$ cat src/rtl/rowbuf_pkg.sv
// Package: shared types and helpers for the bank row-buffer sequencer.
// Assumes: access class encoding is fixed at 00 hit, 01 empty, 10 conflict.
package rowbuf_pkg;

    typedef enum logic [1:0] {
        ACC_HIT      = 2'b00,
        ACC_EMPTY    = 2'b01,
        ACC_CONFLICT = 2'b10
    } acc_kind_e;

    typedef enum logic [2:0] {
        SQ_IDLE  = 3'd0,
        SQ_DRAIN = 3'd1,
        SQ_PRE   = 3'd2,
        SQ_ACT   = 3'd3,
        SQ_COL   = 3'd4
    } seq_state_e;

    function automatic int max3(input int a, input int b, input int c);
        int m;
        m = (a > b) ? a : b;
        return (m > c) ? m : c;
    endfunction

endpackage

$ cat src/rtl/rowbuf_phase_cnt.sv
// Module: down counter that times one bank phase.
// Assumes: load has priority; the counter holds at zero; expired_o is high
// while the count is zero, so a phase loaded with T-1 lasts T cycles.
module rowbuf_phase_cnt #(
    parameter int CNT_W = 3
) (
    input  logic             clk,
    input  logic             rst_n,
    input  logic             load_i,
    input  logic [CNT_W-1:0] load_val_i,
    output logic             expired_o
);

    logic [CNT_W-1:0] cnt_q;

    // Load a new phase length or count down toward zero.
    always_ff @(posedge clk) begin
        if (!rst_n) begin
            cnt_q <= '0;
        end else if (load_i) begin
            cnt_q <= load_val_i;
        end else if (cnt_q != '0) begin
            cnt_q <= cnt_q - 1'b1;
        end
    end

    // Report the end of the current phase.
    always_comb begin
        expired_o = (cnt_q == '0);
    end

endmodule

$ cat src/rtl/rowbuf_drain.sv
// Module: background precharge timer used by close-page policy.
// Assumes: start_i pulses on the edge that raises done; the precharge then
// occupies T_PRE cycles, beginning with the done cycle.
module rowbuf_drain #(
    parameter int T_PRE = 4,
    parameter int CNT_W = 3
) (
    input  logic clk,
    input  logic rst_n,
    input  logic start_i,
    output logic busy_o,
    output logic last_o
);

    logic [CNT_W-1:0] left_q;

    // Load the precharge length on start, then count it down.
    always_ff @(posedge clk) begin
        if (!rst_n) begin
            left_q <= '0;
        end else if (start_i) begin
            left_q <= CNT_W'(T_PRE);
        end else if (left_q != '0) begin
            left_q <= left_q - 1'b1;
        end
    end

    // Busy while cycles remain; last marks the final precharge cycle.
    always_comb begin
        busy_o = (left_q != '0);
        last_o = (left_q == CNT_W'(1));
    end

endmodule

$ cat src/rtl/rowbuf_tracker.sv
// Module: holds the open row of the bank and classifies a probe address.
// Assumes: fill and invalidate never arrive in the same cycle; fill wins.
module rowbuf_tracker
    import rowbuf_pkg::*;
#(
    parameter int ROW_W = 14
) (
    input  logic             clk,
    input  logic             rst_n,
    input  logic [ROW_W-1:0] probe_row_i,
    input  logic             fill_i,
    input  logic [ROW_W-1:0] fill_row_i,
    input  logic             invalidate_i,
    output logic             open_valid_o,
    output logic [ROW_W-1:0] open_row_o,
    output acc_kind_e        kind_o
);

    logic             valid_q;
    logic [ROW_W-1:0] row_q;

    // Record a row on activation, forget it on precharge.
    always_ff @(posedge clk) begin
        if (!rst_n) begin
            valid_q <= 1'b0;
            row_q   <= '0;
        end else if (fill_i) begin
            valid_q <= 1'b1;
            row_q   <= fill_row_i;
        end else if (invalidate_i) begin
            valid_q <= 1'b0;
        end
    end

    // Classify the probe row against the buffer contents.
    always_comb begin
        if (!valid_q) begin
            kind_o = ACC_EMPTY;
        end else if (row_q == probe_row_i) begin
            kind_o = ACC_HIT;
        end else begin
            kind_o = ACC_CONFLICT;
        end
        open_valid_o = valid_q;
        open_row_o   = row_q;
    end

endmodule

$ cat src/rtl/rowbuf_seq.sv
// Module: phase sequencer; walks precharge, activate and column phases.
// Assumes: requests arrive only in idle; the class is taken at acceptance;
// a hit can never coincide with a pending background precharge.
module rowbuf_seq
    import rowbuf_pkg::*;
#(
    parameter int T_PRE = 4,
    parameter int T_ACT = 4,
    parameter int T_COL = 4,
    parameter int CNT_W = 3
) (
    input  logic       clk,
    input  logic       rst_n,
    input  logic       fire_i,
    input  logic       close_pol_i,
    input  acc_kind_e  kind_i,
    input  logic       drain_busy_i,
    input  logic       drain_last_i,
    output seq_state_e state_o,
    output logic       pol_o,
    output acc_kind_e  kind_o,
    output logic       done_o,
    output logic       fill_o,
    output logic       invalidate_o,
    output logic       drain_start_o
);

    localparam logic [CNT_W-1:0] LD_PRE = CNT_W'(T_PRE - 1);
    localparam logic [CNT_W-1:0] LD_ACT = CNT_W'(T_ACT - 1);
    localparam logic [CNT_W-1:0] LD_COL = CNT_W'(T_COL - 1);

    seq_state_e       st_q, st_n;
    logic             pol_q;
    acc_kind_e        kind_q;
    logic             done_q, done_n;
    logic             ld;
    logic [CNT_W-1:0] ld_val;
    logic             expired;

    rowbuf_phase_cnt #(.CNT_W(CNT_W)) u_phase (
        .clk        (clk),
        .rst_n      (rst_n),
        .load_i     (ld),
        .load_val_i (ld_val),
        .expired_o  (expired)
    );

    // Choose the next phase and the bank actions of this cycle.
    always_comb begin
        st_n          = st_q;
        ld            = 1'b0;
        ld_val        = '0;
        fill_o        = 1'b0;
        invalidate_o  = 1'b0;
        drain_start_o = 1'b0;
        done_n        = 1'b0;
        case (st_q)
            SQ_IDLE: begin
                if (fire_i) begin
                    case (kind_i)
                        ACC_HIT: begin
                            st_n   = SQ_COL;
                            ld     = 1'b1;
                            ld_val = LD_COL;
                        end
                        ACC_EMPTY: begin
                            if (drain_busy_i && !drain_last_i) begin
                                st_n = SQ_DRAIN;
                            end else begin
                                st_n   = SQ_ACT;
                                ld     = 1'b1;
                                ld_val = LD_ACT;
                            end
                        end
                        default: begin
                            st_n         = SQ_PRE;
                            ld           = 1'b1;
                            ld_val       = LD_PRE;
                            invalidate_o = 1'b1;
                        end
                    endcase
                end
            end
            SQ_DRAIN: begin
                if (drain_last_i) begin
                    st_n   = SQ_ACT;
                    ld     = 1'b1;
                    ld_val = LD_ACT;
                end
            end
            SQ_PRE: begin
                if (expired) begin
                    st_n   = SQ_ACT;
                    ld     = 1'b1;
                    ld_val = LD_ACT;
                end
            end
            SQ_ACT: begin
                if (expired) begin
                    st_n   = SQ_COL;
                    ld     = 1'b1;
                    ld_val = LD_COL;
                    fill_o = 1'b1;
                end
            end
            SQ_COL: begin
                if (expired) begin
                    st_n   = SQ_IDLE;
                    done_n = 1'b1;
                    if (pol_q) begin
                        invalidate_o  = 1'b1;
                        drain_start_o = 1'b1;
                    end
                end
            end
            default: st_n = SQ_IDLE;
        endcase
    end

    // Advance the phase state and register the completion pulse.
    always_ff @(posedge clk) begin
        if (!rst_n) begin
            st_q   <= SQ_IDLE;
            done_q <= 1'b0;
        end else begin
            st_q   <= st_n;
            done_q <= done_n;
        end
    end

    // Capture policy and class of the accepted request.
    always_ff @(posedge clk) begin
        if (!rst_n) begin
            pol_q  <= 1'b0;
            kind_q <= ACC_HIT;
        end else if (fire_i && st_q == SQ_IDLE) begin
            pol_q  <= close_pol_i;
            kind_q <= kind_i;
        end
    end

    // Expose the sequencer state.
    always_comb begin
        state_o = st_q;
        pol_o   = pol_q;
        kind_o  = kind_q;
        done_o  = done_q;
    end

endmodule

$ cat src/rtl/bank_rowbuf_ctrl.sv
// Module: top of the single-bank row-buffer sequencer.
// Assumes: one request in flight; the row, column and policy are sampled at
// the accepting edge; every phase length parameter is at least 1.
module bank_rowbuf_ctrl
    import rowbuf_pkg::*;
#(
    parameter int ROW_W = 14,
    parameter int COL_W = 10,
    parameter int T_PRE = 4,
    parameter int T_ACT = 4,
    parameter int T_COL = 4
) (
    input  logic             clk,
    input  logic             rst_n,
    input  logic             close_page_i,
    input  logic             req_valid_i,
    input  logic [ROW_W-1:0] req_row_i,
    input  logic [COL_W-1:0] req_col_i,
    output logic             ready_o,
    output logic             done_o,
    output logic [1:0]       kind_o,
    output logic [COL_W-1:0] done_col_o,
    output logic             open_valid_o,
    output logic [ROW_W-1:0] open_row_o
);

    localparam int T_MAX = max3(T_PRE, T_ACT, T_COL);
    localparam int CNT_W = $clog2(T_MAX + 1);

    seq_state_e       seq_state;
    logic             fire;
    logic             pol_q;
    acc_kind_e        probe_kind;
    acc_kind_e        kind_q;
    logic             fill;
    logic             invalidate;
    logic             drain_start;
    logic             drain_busy;
    logic             drain_last;
    logic [ROW_W-1:0] row_q;
    logic [COL_W-1:0] col_q;

    // Accept a request only while idle.
    always_comb begin
        ready_o = (seq_state == SQ_IDLE);
        fire    = req_valid_i && ready_o;
    end

    // Hold the address of the request in flight.
    always_ff @(posedge clk) begin
        if (!rst_n) begin
            row_q <= '0;
            col_q <= '0;
        end else if (fire) begin
            row_q <= req_row_i;
            col_q <= req_col_i;
        end
    end

    rowbuf_tracker #(.ROW_W(ROW_W)) u_tracker (
        .clk          (clk),
        .rst_n        (rst_n),
        .probe_row_i  (req_row_i),
        .fill_i       (fill),
        .fill_row_i   (row_q),
        .invalidate_i (invalidate),
        .open_valid_o (open_valid_o),
        .open_row_o   (open_row_o),
        .kind_o       (probe_kind)
    );

    rowbuf_drain #(.T_PRE(T_PRE), .CNT_W(CNT_W)) u_drain (
        .clk     (clk),
        .rst_n   (rst_n),
        .start_i (drain_start),
        .busy_o  (drain_busy),
        .last_o  (drain_last)
    );

    rowbuf_seq #(
        .T_PRE (T_PRE),
        .T_ACT (T_ACT),
        .T_COL (T_COL),
        .CNT_W (CNT_W)
    ) u_seq (
        .clk           (clk),
        .rst_n         (rst_n),
        .fire_i        (fire),
        .close_pol_i   (close_page_i),
        .kind_i        (probe_kind),
        .drain_busy_i  (drain_busy),
        .drain_last_i  (drain_last),
        .state_o       (seq_state),
        .pol_o         (pol_q),
        .kind_o        (kind_q),
        .done_o        (done_o),
        .fill_o        (fill),
        .invalidate_o  (invalidate),
        .drain_start_o (drain_start)
    );

    // Report class and column of the completed access.
    always_comb begin
        kind_o     = kind_q;
        done_col_o = col_q;
    end

endmodule

$ cat config.mk
export PLATFORM = sky130hd
export DESIGN_NAME = bank_rowbuf_ctrl
export DESIGN_NICKNAME = d
export VERILOG_FILES = /design/src/rtl/rowbuf_pkg.sv /design/src/rtl/rowbuf_phase_cnt.sv /design/src/rtl/rowbuf_drain.sv /design/src/rtl/rowbuf_tracker.sv /design/src/rtl/rowbuf_seq.sv /design/src/rtl/bank_rowbuf_ctrl.sv
export SDC_FILE = /design/constraint.sdc
export NUM_CORES = 1
export LEC_CHECK = 0
export BUFFER_PORTS_ARGS = -buffer_cell sky130_fd_sc_hd__buf_2
export CAP_MARGIN = 20
export CORE_AREA = 2 2 72 74
export CTS_CLUSTER_SIZE = 10
export DETAILED_ROUTE_END_ITERATION = 8
export DIE_AREA = 0 0 74 76
export PLACE_DENSITY = 0.78
export SLEW_MARGIN = 20
export SYNTH_ARGS = -nofsm -noshare
export SYNTH_HDL_FRONTEND = slang
export SYNTH_HIERARCHICAL = 1
export SYNTH_SLANG_ARGS = --single-unit
$ cat constraint.sdc
create_clock -name clk -period 2.75 [get_ports clk]
set_input_delay 0 -clock clk [delete_from_list [all_inputs] [get_ports clk]]
set_output_delay 0 -clock clk [all_outputs]
set_load 0.01 [all_outputs]
==> impl_metrics.tcl <==
set metrics [dict create \
    hp-class "primary input to flip-flop" \
    htreeDepth 2 \
    drcViolationCount 0 \
    crit_path_end_kind "flip-flop" \
    cp_max_fo 10 \
    rsz0062_at_grt "false" \
    dieArea_um2 5620 \
    synthCells 266 \
    synthArstFlopShare_pct 0 \
    criticalPathCategory "primary input to flip-flop" \
    slew_viol_final 0 \
    cts_num_sinks 52 \
    finalNonFillerCells 418 \
    final_hold_viol_count 0 \
    cp-start-kind "primary input" \
    coreArea_um2 4910 \
    status "completed" \
    fp.dieH_um 76 \
    setup_ws_ns 0.450 \
    gp_congestion 0.809 \
    grtUsageTotal_pct 20.5 \
    crit_path_start "req_row_i[11]" \
    clk_latency_ns 0.30 \
    fin_nets 380 \
    r2r_start "u_tracker/open_row_o[11]$_SDFFE_PN0P_" \
    ant_nets 0 \
    cts_resized 0 \
    syn_avg_cell_area_um2 9.62 \
    initial_core_util_pct 52.1 \
    vias_per_cell 4.92 \
    post_cts_buffers 0 \
    drive_gt1_share_pct 23.3 \
    dpl.cell_count 385 \
    worst_pin_slew_ns 0.775 \
    seq_area_frac_synth_pct 40.7 \
    critPathArrivalTime_ns 2.49 \
    synth_edf_count 0 \
    cp_data_required_time_ns 2.94 \
    grt_pass1_wl_um 9090 \
    hpwl_um 3440 \
    worstHoldStart "rst_n" \
    worst_clock_skew_ns 0.00439 \
    dr.pass1.iters 4 \
    finalSetupViolations 0 \
    relSlewSlack_pct 48.3 \
    grt_max_degree 50 \
    syn-cell-area_um2 2560 \
    die_w_um 74 \
    power_density_nw_per_um2 778 \
    ff2ff_setup_slack_ns 0.46 \
    maxCapViolations 0 \
    post_drt_wl_per_cell_um 12.7 \
    num_rows 26 \
    synth.distinct_cells 46 \
    finalCriticalPeriod_ns 2.30 \
    p_leak_nw 1.39 \
    most-common-layout-cells "buf_2 (56), nand2_1 (52), dfxtp_1 (52)" \
    first_global_vias 2080 \
    io_buffers 56 \
    area_growth_pct 26.0 \
    cts_tree "done" \
    via_count 2057 \
    grt-ovfl-total 0 \
    antenna_found_initial 0 \
    cts_max_path_buffers 2 \
    timing.fmax_ghz 0.435 \
    numCtsBuffers 5 \
    irDropWorstVdd_mv 0.435 \
    power_w 0.00251 \
    routed_wl_um 5290 \
    io_pins 57 \
    cts_root_buf "clkbuf_8" \
    yosys_warnings 6 \
    final_common_cell "buf_2" \
    ys_ff_latch 52 \
    clkSlewWorstSetupHoldPaths_ns 0.09 \
    syn_nets 299 \
    place_ws_ns 0.563 \
    drt_iter0_drc 63 \
    fin_crit_sh_pct 83.6 \
    synth_ff_type "dfxtp_1" \
    fin_tns_setup_ns 0 \
    antenna_cells 0 \
]
## metal layers
layer,track usage [%],vias to the layer above,part of all wire (%)
met3,5.29,6,3.9
met1,24.9,953,45
li1,-,1051,-
met4,5.64,0,1.2
met2,35.2,47,50
met5,0,-,0
## synthesized netlist by cell type (all sizes together), types with 3 or more instances
| master | instances | area (µm²) |
|---|---|---|
| inv | 10 | 37.5 |
| ha | 5 | 62.6 |
| mux2i | 42 | 420 |
| clkbuf | 3 | 11.3 |
| nor2b | 23 | 149 |
| nor3 | 4 | 20.0 |
| nand2 | 52 | 195 |
| nor4b | 3 | 32.5 |
| nor3b | 3 | 33.8 |
| a2111oi | 3 | 35.0 |
| nor2 | 6 | 25.0 |
| xnor2 | 5 | 43.8 |
| buf | 9 | 105 |
| xor2 | 10 | 87.6 |
| nand3b | 3 | 22.5 |
| a21oi | 5 | 25.0 |
| nand2b | 5 | 38.8 |
| dfxtp | 52 | 1040 |
## report_power, final
part           switching (W)  total (W)  internal (W)
Clock               0.000253   0.000522      0.000270
Combinational       0.000505   0.000990      0.000485
Sequential          0.000105   0.000997      0.000892
## critical path, cell delays in order
cell	delay [ns]
dlygate4sd3_1	0.54
buf_2	0.14
xnor2_1	0.21
nand4_1	0.14
nor3_1	0.20
a31oi_1	0.20
nand2b_1	0.21
o21ai_1	0.12
a31oi_1	0.09
buf_4	0.17
nor2b_2	0.15
a2111oi_1	0.31
## stage by stage
step           hold slack (ns)  area [µm²]  util, %
2_1_floorplan            0.128        2560        -
5_1_grt                  0.344        3220     65.6
3_3_place_gp             0.247        2860     58.3
3_5_place_dp             0.256        2860     58.3
6_report                 0.305        3220     65.6
4_1_cts                  0.310        3220     65.6
## flip-flops by register name, indices dropped and copies added (netlist names)
signal and cells:
u_seq/state_o 3, u_tracker/open_valid_o 1, u_seq/kind_o 2, u_seq/pol_o 1, u_seq/done_o 1, u_seq/u_phase/cnt_q 3, u_drain/left_q 3, done_col_o 10
row_q 14, u_tracker/open_row_o 14
## final cells by class
class,instances,area [µm²]
clock buffers,5,68.8
clock inverters,3,42.5
fillers,401,1690
inverters,10,37.5
multi-input cells,192,1380
flip-flops and latches,52,1040
well taps,70,87.6
repair buffers,86,568
## repair_timing
item                                   4_1_cts  5_1_grt
setup endpoints to repair                    0        0
endpoints found under the hold margin       25        0
hold buffers                                25        0
## cell families (layout without fill, tap and decap cells)
| group | after synthesis | in the layout | share of synthesized area [%] |
|---|---|---|---|
| simple gates | 111 | 111 | 23.7 |
| flops | 52 | 52 | 40.7 |
| mux | 42 | 42 | 16.4 |
| buf+inv | 22 | 104 | 6.01 |
| compound gates | 18 | 18 | 5.47 |
| xor+xnor | 15 | 15 | 5.13 |
| fa+ha+maj | 5 | 5 | 2.44 |
| other cells | 1 | 1 | 0.146 |
## path summary, 6_finish.rpt
kind / to / cells past startpoint
min reg2reg: done_col_o[0]$_SDFFE_PN0P_ / 2
max reg2reg: u_seq/u_phase/cnt_q[0]$_SDFFE_PN0P_ / 10
min: u_tracker/open_valid_o$_SDFFE_PN0P_ / 2
max: u_seq/u_phase/cnt_q[0]$_SDFFE_PN0P_ / 12
No activity file was read; power rests on OpenSTA's default activity.
